--- src/rtl/intgate_pkg.sv ---
// Package: shared encodings for the interrupt gate resolver.
// Assumes the fixed 8-byte gate layout; widths here are architectural.
package intgate_pkg;

    localparam int SEL_W  = 16;
    localparam int OFF_W  = 32;
    localparam int PL_W   = 2;
    localparam int DESC_W = 64;

    localparam logic [4:0] TYPE_TASK   = 5'b00101;
    localparam logic [2:0] TAIL_INTR   = 3'b110;
    localparam logic [2:0] TAIL_TRAP   = 3'b111;

    typedef enum logic [1:0] {
        GK_NONE = 2'd0,
        GK_TASK = 2'd1,
        GK_INTR = 2'd2,
        GK_TRAP = 2'd3
    } gate_kind_e;

    typedef enum logic [1:0] {
        FLT_NONE = 2'd0,
        FLT_GP   = 2'd1,
        FLT_NP   = 2'd2
    } fault_e;

    typedef enum logic [2:0] {
        ST_IDLE,
        ST_FETCH,
        ST_DECODE,
        ST_SEG,
        ST_FIN
    } seq_state_e;

    typedef struct packed {
        logic [SEL_W-1:0] sel;
        logic [OFF_W-1:0] off;
        gate_kind_e       kind;
        logic             wide;
        fault_e           fault;
    } gate_info_t;

endpackage

--- src/rtl/intgate_bounds.sv ---
// Module: intgate_bounds
// Splits the table register into base and limit, forms the gate address
// and flags a vector whose last descriptor byte lies past the limit.
// Assumes 8-byte gates; purely combinational.
module intgate_bounds #(
    parameter int VEC_W  = 8,
    parameter int ADDR_W = 32,
    parameter int LIM_W  = 16
) (
    input  logic [VEC_W-1:0]        vec,
    input  logic [ADDR_W+LIM_W-1:0] idtr,
    output logic [ADDR_W-1:0]       gate_addr,
    output logic                    over_limit
);
    localparam int SPAN_W = VEC_W + 3;
    localparam int CMP_W  = ((SPAN_W > LIM_W) ? SPAN_W : LIM_W) + 1;

    logic [ADDR_W-1:0] base;
    logic [LIM_W-1:0]  limit;
    logic [CMP_W-1:0]  last_byte;

    // Separate the register fields and evaluate address and limit test.
    always_comb begin
        base       = idtr[ADDR_W+LIM_W-1:LIM_W];
        limit      = idtr[LIM_W-1:0];
        last_byte  = CMP_W'({vec, 3'b111});
        over_limit = last_byte > CMP_W'(limit);
        gate_addr  = base + ADDR_W'({vec, 3'b000});
    end
endmodule

--- src/rtl/intgate_decode.sv ---
// Module: intgate_decode
// Classifies a fetched gate and applies the gate-level checks:
// type validity, software privilege test, present bit.
// Assumes the high dword arrives without its unused low byte.
module intgate_decode
    import intgate_pkg::*;
(
    input  logic [23:0]      hi_word,
    input  logic [31:0]      lo_word,
    input  logic             sw,
    input  logic [PL_W-1:0]  cur_pl,
    output gate_info_t       info
);
    logic [4:0]      typ;
    logic [PL_W-1:0] gate_dpl;
    logic            present;
    gate_kind_e      kind;

    // Recognise the gate kind from the type field.
    always_comb begin
        typ = hi_word[4:0];
        if (typ == TYPE_TASK)
            kind = GK_TASK;
        else if (!typ[4] && typ[2:0] == TAIL_INTR)
            kind = GK_INTR;
        else if (!typ[4] && typ[2:0] == TAIL_TRAP)
            kind = GK_TRAP;
        else
            kind = GK_NONE;
    end

    // Apply checks in priority order and build the entry point.
    always_comb begin
        gate_dpl = hi_word[6:5];
        present  = hi_word[7];
        info     = '0;
        if (kind == GK_NONE)
            info.fault = FLT_GP;
        else if (sw && (cur_pl > gate_dpl))
            info.fault = FLT_GP;
        else if (!present)
            info.fault = FLT_NP;
        else begin
            info.fault = FLT_NONE;
            info.kind  = kind;
            info.sel   = lo_word[31:16];
            if (kind == GK_TASK) begin
                info.off  = '0;
                info.wide = 1'b0;
            end else begin
                info.wide = typ[3];
                info.off  = typ[3] ? {hi_word[23:8], lo_word[15:0]}
                                   : {16'h0000, lo_word[15:0]};
            end
        end
    end
endmodule

--- src/rtl/intgate_seq.sv ---
// Module: intgate_seq
// Sequencer: accepts a request, runs the gate read, hands the gate to
// the decoder, runs the code segment lookup and holds the result.
// Assumes both handshakes are request-held-until-acknowledge.
module intgate_seq
    import intgate_pkg::*;
#(
    parameter int ADDR_W = 32
) (
    input  logic               clk,
    input  logic               rst_n,
    input  logic               start,
    input  logic               sw_in,
    input  logic [PL_W-1:0]    cpl_in,
    input  logic [ADDR_W-1:0]  addr_in,
    input  logic               over_in,
    input  logic               mem_ack,
    input  logic [DESC_W-1:0]  mem_rdata,
    input  logic               cs_ack,
    input  logic [PL_W-1:0]    cs_dpl,
    input  gate_info_t         dec_info,
    output logic [DESC_W-1:0]  desc_q,
    output logic               sw_q,
    output logic [PL_W-1:0]    cpl_q,
    output logic               mem_req,
    output logic [ADDR_W-1:0]  mem_addr,
    output logic               cs_req,
    output logic [SEL_W-1:0]   cs_sel,
    output logic               busy,
    output logic               done,
    output gate_info_t         result
);
    seq_state_e        state;
    logic [ADDR_W-1:0] addr_q;

    // Step the lookup and update the held result.
    always_ff @(posedge clk) begin
        if (!rst_n) begin
            state  <= ST_IDLE;
            addr_q <= '0;
            desc_q <= '0;
            sw_q   <= 1'b0;
            cpl_q  <= '0;
            result <= '0;
        end else begin
            case (state)
                ST_IDLE: begin
                    if (start) begin
                        sw_q   <= sw_in;
                        cpl_q  <= cpl_in;
                        addr_q <= addr_in;
                        result <= '0;
                        if (over_in) begin
                            result.fault <= FLT_GP;
                            state        <= ST_FIN;
                        end else begin
                            state <= ST_FETCH;
                        end
                    end
                end
                ST_FETCH: begin
                    if (mem_ack) begin
                        desc_q <= mem_rdata;
                        state  <= ST_DECODE;
                    end
                end
                ST_DECODE: begin
                    result <= dec_info;
                    if (dec_info.fault != FLT_NONE || dec_info.kind == GK_TASK)
                        state <= ST_FIN;
                    else
                        state <= ST_SEG;
                end
                ST_SEG: begin
                    if (cs_ack) begin
                        if (cs_dpl > cpl_q) begin
                            result       <= '0;
                            result.fault <= FLT_GP;
                        end
                        state <= ST_FIN;
                    end
                end
                ST_FIN:  state <= ST_IDLE;
                default: state <= ST_IDLE;
            endcase
        end
    end

    // Drive handshake and status outputs from the state.
    always_comb begin
        mem_req  = (state == ST_FETCH);
        mem_addr = addr_q;
        cs_req   = (state == ST_SEG);
        cs_sel   = result.sel;
        done     = (state == ST_FIN);
        busy     = (state != ST_IDLE) && (state != ST_FIN);
    end
endmodule

--- src/rtl/intgate_resolve.sv ---
// Module: intgate_resolve (top)
// Resolves an interrupt vector to a checked handler entry point using
// a gate read port and a code segment privilege lookup port.
// Assumes a 48-bit table register: base above, limit below.
module intgate_resolve
    import intgate_pkg::*;
#(
    parameter int VEC_W  = 8,
    parameter int ADDR_W = 32,
    parameter int LIM_W  = 16
) (
    input  logic                    clk,
    input  logic                    rst_n,
    input  logic                    start,
    input  logic [VEC_W-1:0]        vector,
    input  logic                    sw_src,
    input  logic [1:0]              cpl,
    input  logic [ADDR_W+LIM_W-1:0] idtr,
    output logic                    mem_req,
    output logic [ADDR_W-1:0]       mem_addr,
    input  logic                    mem_ack,
    input  logic [63:0]             mem_rdata,
    output logic                    cs_req,
    output logic [15:0]             cs_sel,
    input  logic                    cs_ack,
    input  logic [1:0]              cs_dpl,
    output logic                    busy,
    output logic                    done,
    output logic [15:0]             hnd_sel,
    output logic [31:0]             hnd_off,
    output logic [1:0]              gate_kind,
    output logic                    gate_wide,
    output logic [1:0]              fault_code
);
    logic [ADDR_W-1:0] gate_addr;
    logic              over_limit;
    logic [DESC_W-1:0] desc_q;
    logic              sw_q;
    logic [PL_W-1:0]   cpl_q;
    gate_info_t        dec_info;
    gate_info_t        result;

    intgate_bounds #(
        .VEC_W (VEC_W),
        .ADDR_W(ADDR_W),
        .LIM_W (LIM_W)
    ) u_bounds (
        .vec       (vector),
        .idtr      (idtr),
        .gate_addr (gate_addr),
        .over_limit(over_limit)
    );

    intgate_decode u_decode (
        .hi_word(desc_q[63:40]),
        .lo_word(desc_q[31:0]),
        .sw     (sw_q),
        .cur_pl (cpl_q),
        .info   (dec_info)
    );

    intgate_seq #(
        .ADDR_W(ADDR_W)
    ) u_seq (
        .clk      (clk),
        .rst_n    (rst_n),
        .start    (start),
        .sw_in    (sw_src),
        .cpl_in   (cpl),
        .addr_in  (gate_addr),
        .over_in  (over_limit),
        .mem_ack  (mem_ack),
        .mem_rdata(mem_rdata),
        .cs_ack   (cs_ack),
        .cs_dpl   (cs_dpl),
        .dec_info (dec_info),
        .desc_q   (desc_q),
        .sw_q     (sw_q),
        .cpl_q    (cpl_q),
        .mem_req  (mem_req),
        .mem_addr (mem_addr),
        .cs_req   (cs_req),
        .cs_sel   (cs_sel),
        .busy     (busy),
        .done     (done),
        .result   (result)
    );

    // Present the held result on the output ports.
    always_comb begin
        hnd_sel    = result.sel;
        hnd_off    = result.off;
        gate_kind  = result.kind;
        gate_wide  = result.wide;
        fault_code = result.fault;
    end
endmodule

--- config.mk ---
export PLATFORM = sky130hd
export DESIGN_NAME = intgate_resolve
export DESIGN_NICKNAME = d
export VERILOG_FILES = /design/src/rtl/intgate_pkg.sv /design/src/rtl/intgate_bounds.sv /design/src/rtl/intgate_decode.sv /design/src/rtl/intgate_seq.sv /design/src/rtl/intgate_resolve.sv
export SDC_FILE = /design/constraint.sdc
export NUM_CORES = 1
export LEC_CHECK = 0
export BUFFER_PORTS_ARGS = -buffer_cell sky130_fd_sc_hd__buf_2
export CORE_MARGIN = 1
export CORE_UTILIZATION = 35
export CTS_CLUSTER_DIAMETER = 150
export DETAILED_ROUTE_END_ITERATION = 8
export PLACE_DENSITY_LB_ADDON = 0.3
export SYNTH_ARGS = -nofsm -noshare
export SYNTH_HDL_FRONTEND = slang
export SYNTH_SLANG_ARGS = --single-unit
--- constraint.sdc ---
create_clock -name clk -period 5.8 [get_ports clk]
set_input_delay 0.58 -clock clk [delete_from_list [all_inputs] [get_ports clk]]
set_output_delay 0.58 -clock clk [all_outputs]
set_load 0.01 [all_outputs]
==> flow_summary_export.csv, run 1 <==
group,metric,value,unit
outcome,outcome,"complete, no violations",
timing,fin_setup_tns,0,ps
synth,syn_nets,857,
placement,place_area,7590,sq um
final_layout,layout-drive-gt1-share,31.1,%
power_and_ir_drop,vdd_drop_max,0.000183,V
timing,period_share,48.1,%
synth,async_flop_share,0,%
global_route,antenna_found_initial,3,
global_route,grt_use_total,18.2,%
power_and_ir_drop,p_leak,3.62,nW
drt,vias_per_cell,4.93,
critical_path,critPathArrivalTime,3150,ps
floorplanning,dieArea,19000,sq um
placement,dp_hpwl,11800,microns
synth,synth.yosys.seq_area_share,45.6,%
critical_path,crit_buf_inv,1,
timing,fmax,358,MHz
critical_path,start_kind,"register",
clock_tree,cts.reportedPaths.clkPinSlew,70,ps
floorplanning,rows,49,
synth,synthFlopType,"dfxtp_1",
timing,worst_slack,3010,ps
timing,hold_ws,390,ps
timing,drv_slew,0,
critical_path,path_cells,"inv_1 -> ha_1 -> nor2b_1 -> o211a_2 -> nor3_4 -> and2_1 -> a22o_1",
synth,ys_ff_latch,147,
clock_tree,htree_levels,4,
min_path,hp-class,"in2reg",
clock_tree,cts_resized,0,
drt,drc,0,
timing,worstMarginPinSlew,1090,ps
floorplanning,die_h,138,microns
final_layout,finalNetCount,1048,
synth,ys_types,73,
floorplanning,pin_count,235,
timing,setup_viol,0,
global_route,grt_max_degree,97,
clock_tree,cts_tree,"built",
critical_path,worstSetupEndpointType,"register",
placement,dp_slack,2800,ps
final_layout,fin_area,8160,sq um
clock_tree,cts_setup_buffers,0,
floorplanning,dieWidth,138,microns
synth,synth-edff-count,0,
floorplanning,core,18000,sq um
critical_path,slowest_delay,730,ps
drt,drt_iter0_markers,164,
timing,finalCriticalPeriod,2790,ps
drt,drt-total-wl,17300,microns
drt,vias,5636,
synth,yosys_warnings,0,
final_layout,fin_util,45.3,%
clock_tree,clock_latency,420,ps
critical_path,r2r_setup_slack,3010,ps
timing,slew_headroom,27.2,%
critical_path,critPathKind,"reg2reg",
global_route,grt_pass1_vias,5147,
clock_tree,ctsHoldBuffers,0,
clock_tree,clock-sinks,147,
placement,port_buffers,226,
critical_path,crit_required,6150,ps
drt,wl_per_cell,15.1,microns
floorplanning,start_util,35.8,%
critical_path,crit_slowest_cell,"and2_1",
clock_tree,clockBufferDepth,2,
global_route,grt_overflow_total,0,
global_route,grt_pass1_wl,26500,microns
synth,synth_area_per_cell,9.14,sq um
synth,netlist_area,6450,sq um
placement,place_congestion,0.777,
critical_path,path_max_fanout,18,
timing,skew,9.25,ps
drt,drtAntennaViolNets,0,
timing,timing.final.hold_violations,0,
final_layout,synthToLayoutAreaGrowth,26.5,%
drt,drt_pre_antenna_iters,4,
critical_path,cpLargestDelayFamily,"simple AND/OR/NAND/NOR gates",
flow_run,drv_cap,0,
clock_tree,cts_root_buffer,"clkbuf_16",
timing,rsz0062_at_grt,"false",
power_and_ir_drop,cellPowerDensity,299,nW/um^2
synth,postSynthCellCount,706,
clock_tree,tritoncts.num_buffers,17,
## synth_stat cells (3+ instances only)
| cell | number | area share [%] |
|---|---|---|
| a211oi_1 | 3 | 0.35 |
| a21boi_0 | 53 | 6.2 |
| a21boi_1 | 12 | 1.4 |
| a21o_1 | 4 | 0.47 |
| a21oi_1 | 15 | 1.2 |
| a22o_1 | 49 | 6.7 |
| a31oi_1 | 11 | 1.1 |
| and2_1 | 7 | 0.68 |
| and3_1 | 3 | 0.29 |
| buf_2 | 14 | 1.1 |
| buf_4 | 20 | 2.3 |
| clkbuf_1 | 22 | 1.3 |
| dfxtp_1 | 147 | 46 |
| ha_1 | 20 | 3.9 |
| inv_1 | 23 | 1.3 |
| nand2_1 | 148 | 8.6 |
| nand2b_1 | 6 | 0.58 |
| nand3_1 | 11 | 0.85 |
| nand4_1 | 7 | 0.68 |
| nor2_1 | 9 | 0.52 |
| nor2b_1 | 5 | 0.48 |
| o211ai_1 | 6 | 0.70 |
| o21ai_0 | 29 | 2.2 |
| o31ai_1 | 5 | 0.58 |
| or3_1 | 5 | 0.48 |
| or4_1 | 9 | 1.0 |
| xnor2_1 | 5 | 0.68 |
| xor2_1 | 7 | 0.95 |
## kinds of logic (layout without fill, tap and decap cells)
| logic type | after synthesis | in the layout | share of synthesized area, % |
|---|---|---|---|
| muxes | 1 | 1 | 0.155 |
| other | 0 | 4 | 0 |
| adders and majority gates | 21 | 21 | 4.19 |
| buffers and inverters | 81 | 285 | 6.26 |
| DFF | 147 | 147 | 45.6 |
| AOI/OAI and AO/OA | 214 | 214 | 24.8 |
| and+or+nand+nor | 230 | 230 | 17.4 |
| xor gates and xnor gates | 12 | 12 | 1.63 |
## final timing paths
check / start / to / cells after the start
setup reg to reg: u_seq.desc_q[46]$_SDFFE_PN0P_ / u_seq.result[30]$_SDFFE_PN0P_ / 7
hold / removal: mem_rdata[20] / u_seq.desc_q[20]$_SDFFE_PN0P_ / 3
hold reg to reg: u_seq.desc_q[16]$_SDFFE_PN0P_ / u_seq.desc_q[16]$_SDFFE_PN0P_ / 2
setup / recovery: u_seq.desc_q[46]$_SDFFE_PN0P_ / u_seq.result[30]$_SDFFE_PN0P_ / 7
## sequential cells by signal, indices dropped and copies added (netlist names)
register,count
u_seq.cpl_q,2
u_seq.cs_sel,16
u_seq.desc_q,56
u_seq.mem_addr,32
u_seq.result,37
u_seq.state,3
u_seq.sw_q,1
## metrics by stage
stage | total power [mW] | cells
after floorplan | 1.28 | 706
after global placement | 1.41 | 1107
after detailed placement | 1.41 | 1107
after CTS | 2.48 | 1139
after global routing | 2.56 | 1139
final | 2.44 | 1143
## worst min-delay path, stage by stage
cell and delay [ps]:
buf_2 90, nand2_1 40, a21boi_1 50
## layout make-up
class / instances / area, sq um
Inverter: 23 / 86.3
Clock inverter: 14 / 135
Antenna cell: 4 / 10.0
Tap cell: 229 / 287
Multi-Input combinational cell: 478 / 3110
Sequential cell: 147 / 2940
Fill cell: 1799 / 9860
Timing Repair Buffer: 230 / 1160
Clock buffer: 18 / 429
## metal layers
| layer | part of all wire (%) | GRT usage (%) | wire length (microns) |
|---|---|---|---|
| met1 | 46 | 22.1 | 7980 |
| met2 | 46 | 30.9 | 7950 |
| met3 | 6.7 | 5.04 | 1160 |
| met4 | 0.90 | 5.74 | 156 |
| met5 | 0 | 0 | 0 |
## layout by cell type (no fill, tap or decap), types with 6 or more instances in the layout
cell type    n
inv_1       23
a31oi_1     11
a22o_1      49
a21oi_1     15
nor2_1       9
buf_2      226
inv_8        6
o21ai_0     29
o211ai_1     6
xor2_1       7
nand2_1    147
a21boi_1    12
a21boi_0    53
dfxtp_1    147
or4_1        9
nand4_1      7
nand2b_1     6
ha_1        20
clkbuf_16   17
nand3_1     11
## where the power goes
group | leakage [nW] | switching [mW] | total [mW] | internal (mW)
sequential | 1.20 | 0.0270 | 1.08 | 1.06
clock | 0.273 | 0.488 | 1.06 | 0.571
combinational | 2.16 | 0.175 | 0.300 | 0.124
Power figures use the tool's default switching activity.
==> run 2: changes to the inputs <==
==> constraint.sdc (replaced) <==
create_clock -name clk -period 2.5 [get_ports clk]
set_input_delay 0.25 -clock clk [delete_from_list [all_inputs] [get_ports clk]]
set_output_delay 0.25 -clock clk [all_outputs]
set_load 0.01 [all_outputs]
==> flow_summary_export.csv, run 2 (same netlist as run 1, synthesis figures left out) <==
group,metric,value,unit
global_route,grt_pass1_wl,26400,microns
drt,vias,5644,
final_layout,ff_latch_area,2940,sq um
clock_tree,ctsHoldBuffers,0,
min_path,hp-class,"in2reg",
timing,timing.final.hold_violations,0,
global_route,grt_pass1_vias,5196,
timing,skew,10.0,ps
critical_path,r2r_setup_slack,330,ps
placement,dp_hpwl,12200,microns
floorplanning,core,18000,sq um
final_layout,finalNetCount,1058,
timing,worstMarginPinSlew,648,ps
clock_tree,cts_resized,0,
floorplanning,die_h,138,microns
critical_path,rr_worst_depth,8,
critical_path,critPathArrivalTime,2520,ps
final_layout,largest_register_ffs,56,
timing,setup_viol,0,
final_layout,most-common-layout-cells,"226 x buf_2, 147 x nand2_1, 147 x dfxtp_1",
drt,drc,0,
final_layout,final_common_cell,"buf_2",
placement,dp_slack,77.6,ps
critical_path,crit_required,2850,ps
timing,finalCriticalPeriod,2170,ps
critical_path,crit_slowest_cell,"buf_4",
drt,highest_layer,"met4",
floorplanning,pin_count,235,
clock_tree,cts.reportedPaths.clkPinSlew,60,ps
critical_path,critPathKind,"reg2reg",
floorplanning,dieArea,19000,sq um
drt,drt_iter0_markers,233,
drt,route.met3.wl,1160,microns
flow_run,drv_cap,0,
drt,drt-total-wl,16900,microns
placement,place_congestion,0.825,
drt,drt_pre_antenna_iters,4,
min_path,hp-start,"mem_rdata[21]",
global_route,grt_overflow_total,0,
critical_path,path_cells,"inv_1 -> ha_1 -> nor2b_1 -> o2111ai_1 -> a21o_1 -> and2_2 -> buf_4 -> a22o_1",
timing,rsz0062_at_grt,"false",
timing,hold_ws,64.8,ps
placement,place_area,7690,sq um
timing,period_share,86.7,%
drt,met2_wirelength,7740,microns
floorplanning,start_util,35.8,%
final_layout,fin_util,46.0,%
min_path,hold_depth,3,
clock_tree,clock-sinks,147,
final_layout,multi_input_area,3110,sq um
power_and_ir_drop,vdd_drop_max,0.000463,V
global_route,grt_max_degree,57,
timing,fin_setup_tns,0,ps
final_layout,layout-drive-gt1-share,32.0,%
timing,worst_slack,333,ps
power_and_ir_drop,cellPowerDensity,704,nW/um^2
final_layout,regMostFlops,"u_seq.desc_q",
drt,wl_per_cell,14.7,microns
critical_path,crit_buf_inv,2,
clock_tree,cts_root_buffer,"clkbuf_16",
final_layout,fillers,1823,
critical_path,path_max_fanout,50,
final_layout,synthToLayoutAreaGrowth,28.5,%
timing,slew_headroom,56.5,%
placement,port_buffers,226,
timing,drv_slew,0,
clock_tree,htree_levels,4,
global_route,antenna_found_initial,1,
clock_tree,cts_tree,"built",
drt,drtAntennaViolNets,0,
clock_tree,cts_setup_buffers,0,
clock_tree,clockBufferDepth,2,
min_path,hold_end,"u_seq.desc_q[21]$_SDFFE_PN0P_",
critical_path,worstSetupEndpointType,"register",
clock_tree,tritoncts.num_buffers,17,
timing,fmax,461,MHz
floorplanning,dieWidth,138,microns
critical_path,rr_startpoint,"u_seq.cpl_q[1]$_SDFFE_PN0P_",
drt,met1_length,7810,microns
critical_path,start_kind,"register",
global_route,grt_use_total,18.1,%
final_layout,fin_area,8290,sq um
critical_path,cpLargestDelayFamily,"compound AO/OA/AOI/OAI gates",
clock_tree,clock_latency,420,ps
drt,vias_per_cell,4.91,
outcome,outcome,"complete, no violations",
floorplanning,rows,49,
critical_path,rr_endpoint,"u_seq.result[6]$_SDFFE_PN0P_",
power_and_ir_drop,p_leak,3.71,nW
critical_path,slowest_delay,480,ps
-- run 2: cell count changes in the layout (fill, tap and decap cells not counted), sizes merged --
cell      previous run  this run
diode                4         1
clkinv               3         4
bufinv               0         2
inv                 32        31
clkinvlp             2         0
buf                230       240
-- run 2: worst max path at each step --
stage	from	end	slack [ps]	depth (start not counted)
after global routing	u_seq.cpl_q[1]$_SDFFE_PN0P_	u_seq.result[9]$_SDFFE_PN0P_	190	8
final	u_seq.cpl_q[1]$_SDFFE_PN0P_	u_seq.result[6]$_SDFFE_PN0P_	330	8
after CTS	u_seq.cpl_q[1]$_SDFFE_PN0P_	u_seq.result[6]$_SDFFE_PN0P_	320	8
after global placement	vector[0]	u_seq.mem_addr[31]$_SDFFE_PN0P_	120	9
after detailed placement	vector[0]	u_seq.mem_addr[31]$_SDFFE_PN0P_	80	9
after floorplan	vector[0]	u_seq.mem_addr[31]$_SDFFE_PN0P_	470	8
-- run 2: per-layer routing --
metal,global-route usage (%),vias to the layer above
met5,0,-
met1,22.4,2554
met4,4.71,0
li1,-,2898
met3,5.00,11
met2,30.6,181
-- run 2: area by class of cell --
class	instances	share of cell area [%]
clock buffers	18	5.30
inverters	23	1.04
well taps	229	3.46
multi-input cells	478	37.5
clock inverters	14	1.98
flip-flops and latches	147	35.5
diodes	1	0.0302
repair buffers	240	15.2
-- run 2: power by group --
part	leakage [nW]	switching (mW)	internal [mW]	total, mW
Combinational	2.21	0.410	0.305	0.715
Clock	0.299	1.08	1.53	2.61
Sequential	1.20	0.0607	2.45	2.51
-- run 2: tightest hold or removal path: stages --
cell	delay, ps
buf_2	90
nand2_1	40
a21boi_1	50
-- run 2: through the flow --
| step | instances | total power, mW |
|---|---|---|
| detailed placement | 1117 | 3.29 |
| floorplan | 706 | 2.98 |
| CTS | 1149 | 5.92 |
| global route | 1149 | 6.13 |
| finish | 1150 | 5.84 |
| global placement | 1117 | 3.28 |
==> run 3: changes to the inputs <==
--- a/config.mk
+++ b/config.mk
@@ -13,4 +13,5 @@
 export PLACE_DENSITY_LB_ADDON = 0.3
 export SYNTH_ARGS = -nofsm -noshare
 export SYNTH_HDL_FRONTEND = slang
+export SYNTH_HIERARCHICAL = 1
 export SYNTH_SLANG_ARGS = --single-unit
==> flow_summary_export.csv, run 3 <==
group,metric,value,unit
clock_tree,tritoncts.num_buffers,17,
flow_run,drv_cap,0,
global_route,grt_pass1_vias,5872,
critical_path,start_kind,"register",
critical_path,critPathKind,"reg2reg",
power_and_ir_drop,p_leak,3.89,nW
global_route,met2_usage,30.3,%
power_and_ir_drop,cellPowerDensity,689,nW/um^2
drt,vias,6268,
drt,drt-total-wl,18600,microns
global_route,antenna_found_initial,1,
timing,period_share,88.6,%
timing,worst_slack,284,ps
clock_tree,ctsHoldBuffers,0,
critical_path,crit_required,2840,ps
critical_path,slowest_delay,540,ps
critical_path,path_max_fanout,3,
global_route,grt_use_total,18.4,%
synth,yosys_warnings,6,
final_layout,finalNetCount,1167,
final_layout,synthToLayoutAreaGrowth,25.3,%
floorplanning,pin_count,235,
floorplanning,rows,50,
power_and_ir_drop,vdd_drop_max,0.000470,V
global_route,grt_pass1_wl,29600,microns
drt,drc,0,
drt,wl_per_cell,14.4,microns
global_route,grt_max_degree,94,
placement,dp_hpwl,12400,microns
synth,postSynthCellCount,835,
clock_tree,cts_resized,0,
clock_tree,htree_levels,4,
critical_path,worstSetupEndpointType,"register",
clock_tree,clock_latency,420,ps
min_path,hold_depth,3,
clock_tree,cts_setup_buffers,0,
final_layout,regMostFlops,"u_seq/desc_q",
clock_tree,clock-sinks,147,
final_layout,final_common_cell,"buf_2",
timing,slew_headroom,28.4,%
floorplanning,start_util,36.3,%
final_layout,layout-drive-gt1-share,29.0,%
timing,rsz0062_at_grt,"false",
power_and_ir_drop,finalPower,5.95,mW
timing,timing.final.hold_violations,0,
final_layout,most-common-layout-cells,"226 x buf_2, 197 x nand2_1, 147 x dfxtp_1",
floorplanning,dieWidth,142,microns
placement,dp_slack,131,ps
global_route,grt_overflow_total,0,
critical_path,path_cells,"inv_1 -> ha_1 -> nor2b_4 -> o211ai_4 -> o211ai_1 -> or4b_4 -> nor3_1 -> o21ai_0 -> a21oi_1",
global_route,top_usage_layer,"met2",
drt,vias_per_cell,4.86,
drt,drt_pre_antenna_iters,4,
critical_path,rr_worst_depth,9,
timing,drv_slew,0,
global_route,grt_use_met3,5.48,%
timing,fmax,451,MHz
synth,syn_nets,986,
placement,place_congestion,0.853,
synth,netlist_area,6900,sq um
clock_tree,cts_root_buffer,"clkbuf_16",
timing,skew,6.98,ps
drt,drt_iter0_markers,237,
floorplanning,core,19000,sq um
clock_tree,cts.reportedPaths.clkPinSlew,70,ps
synth,synth_area_per_cell,8.26,sq um
critical_path,critPathArrivalTime,2550,ps
final_layout,largest_register_ffs,56,
timing,fin_setup_tns,0,ps
global_route,gr-usage-met1,23.4,%
timing,finalCriticalPeriod,2220,ps
clock_tree,clockBufferDepth,2,
outcome,outcome,"complete, no violations",
floorplanning,dieArea,20300,sq um
drt,drtAntennaViolNets,0,
clock_tree,cts_tree,"built",
floorplanning,die_h,142,microns
critical_path,crit_slowest_cell,"or4b_4",
timing,worstMarginPinSlew,1070,ps
timing,setup_viol,0,
min_path,hp-class,"in2reg",
placement,port_buffers,226,
==> run 3: changes by cell type in the layout (fill, tap and decap cells not counted), sizes merged, moves of 6 or more <==
cell / previous run / this run
nand3: 11 / 39
a31oi: 11 / 0
a21boi: 65 / 1
or4: 9 / 0
nor2: 10 / 30
nor3: 3 / 22
a21oi: 16 / 106
xor2: 7 / 14
and3: 3 / 21
xnor2: 5 / 11
nand2: 149 / 198
o21ai: 33 / 4
==> run 3: through the flow <==
stage	util, %	cell area (sq um)	cells	hold WS [ps]
after floorplan	-	6900	835	366
after global placement	42.3	8050	1257	437
after detailed placement	42.3	8050	1257	442
after CTS	45.4	8640	1289	46.0
after global routing	45.4	8640	1289	50.9
final	45.4	8640	1290	64.8
==> run 3: final cells by class <==
cell class / instances / area (sq um)
fillers: 1976 / 10400
multi-input cells: 587 / 3430
flip-flops and latches: 147 / 2940
repair buffers: 244 / 1280
clock buffers: 17 / 425
well taps: 260 / 325
clock inverters: 15 / 160
inverters: 19 / 72.6
diodes: 1 / 2.50
==> run 3: metal layers <==
| layer | routed length, microns | vias to the layer above |
|---|---|---|
| li1 | - | 3217 |
| met1 | 8510 | 2858 |
| met2 | 8690 | 180 |
| met3 | 1180 | 11 |
| met4 | 155 | 2 |
| met5 | 12 | - |
==> run 3: final timing paths <==
| kind | startpoint | endpoint | slack (ps) |
|---|---|---|---|
| worst max-delay path | u_seq/desc_q[46]$_SDFFE_PN0P_ | u_seq/state[0]$_SDFFE_PN0P_ | 280 |
| worst min-delay path | mem_rdata[23] | u_seq/desc_q[23]$_SDFFE_PN0P_ | 60 |
| worst max register to register | u_seq/desc_q[46]$_SDFFE_PN0P_ | u_seq/state[0]$_SDFFE_PN0P_ | 280 |
| worst min register to register | u_seq/desc_q[0]$_SDFFE_PN0P_ | u_seq/desc_q[0]$_SDFFE_PN0P_ | 450 |
==> run 3: worst max-delay path: cells and delay by family (launching register included) <==
kind	cells	cell delay, ps
flip-flops	1	330
buffers and inverters	1	40
adder cells (fa/ha/maj)	1	290
AO/OA/AOI/OAI	4	580
AND/OR/NAND/NOR	3	890
==> run 3: power breakdown <==
part	internal (mW)	switching, mW	total (mW)	leakage (nW)
sequential	2.46	0.0721	2.53	1.19
combinational	0.337	0.546	0.883	2.41
clock	1.42	1.12	2.54	0.288
total	4.21	1.74	5.95	3.89
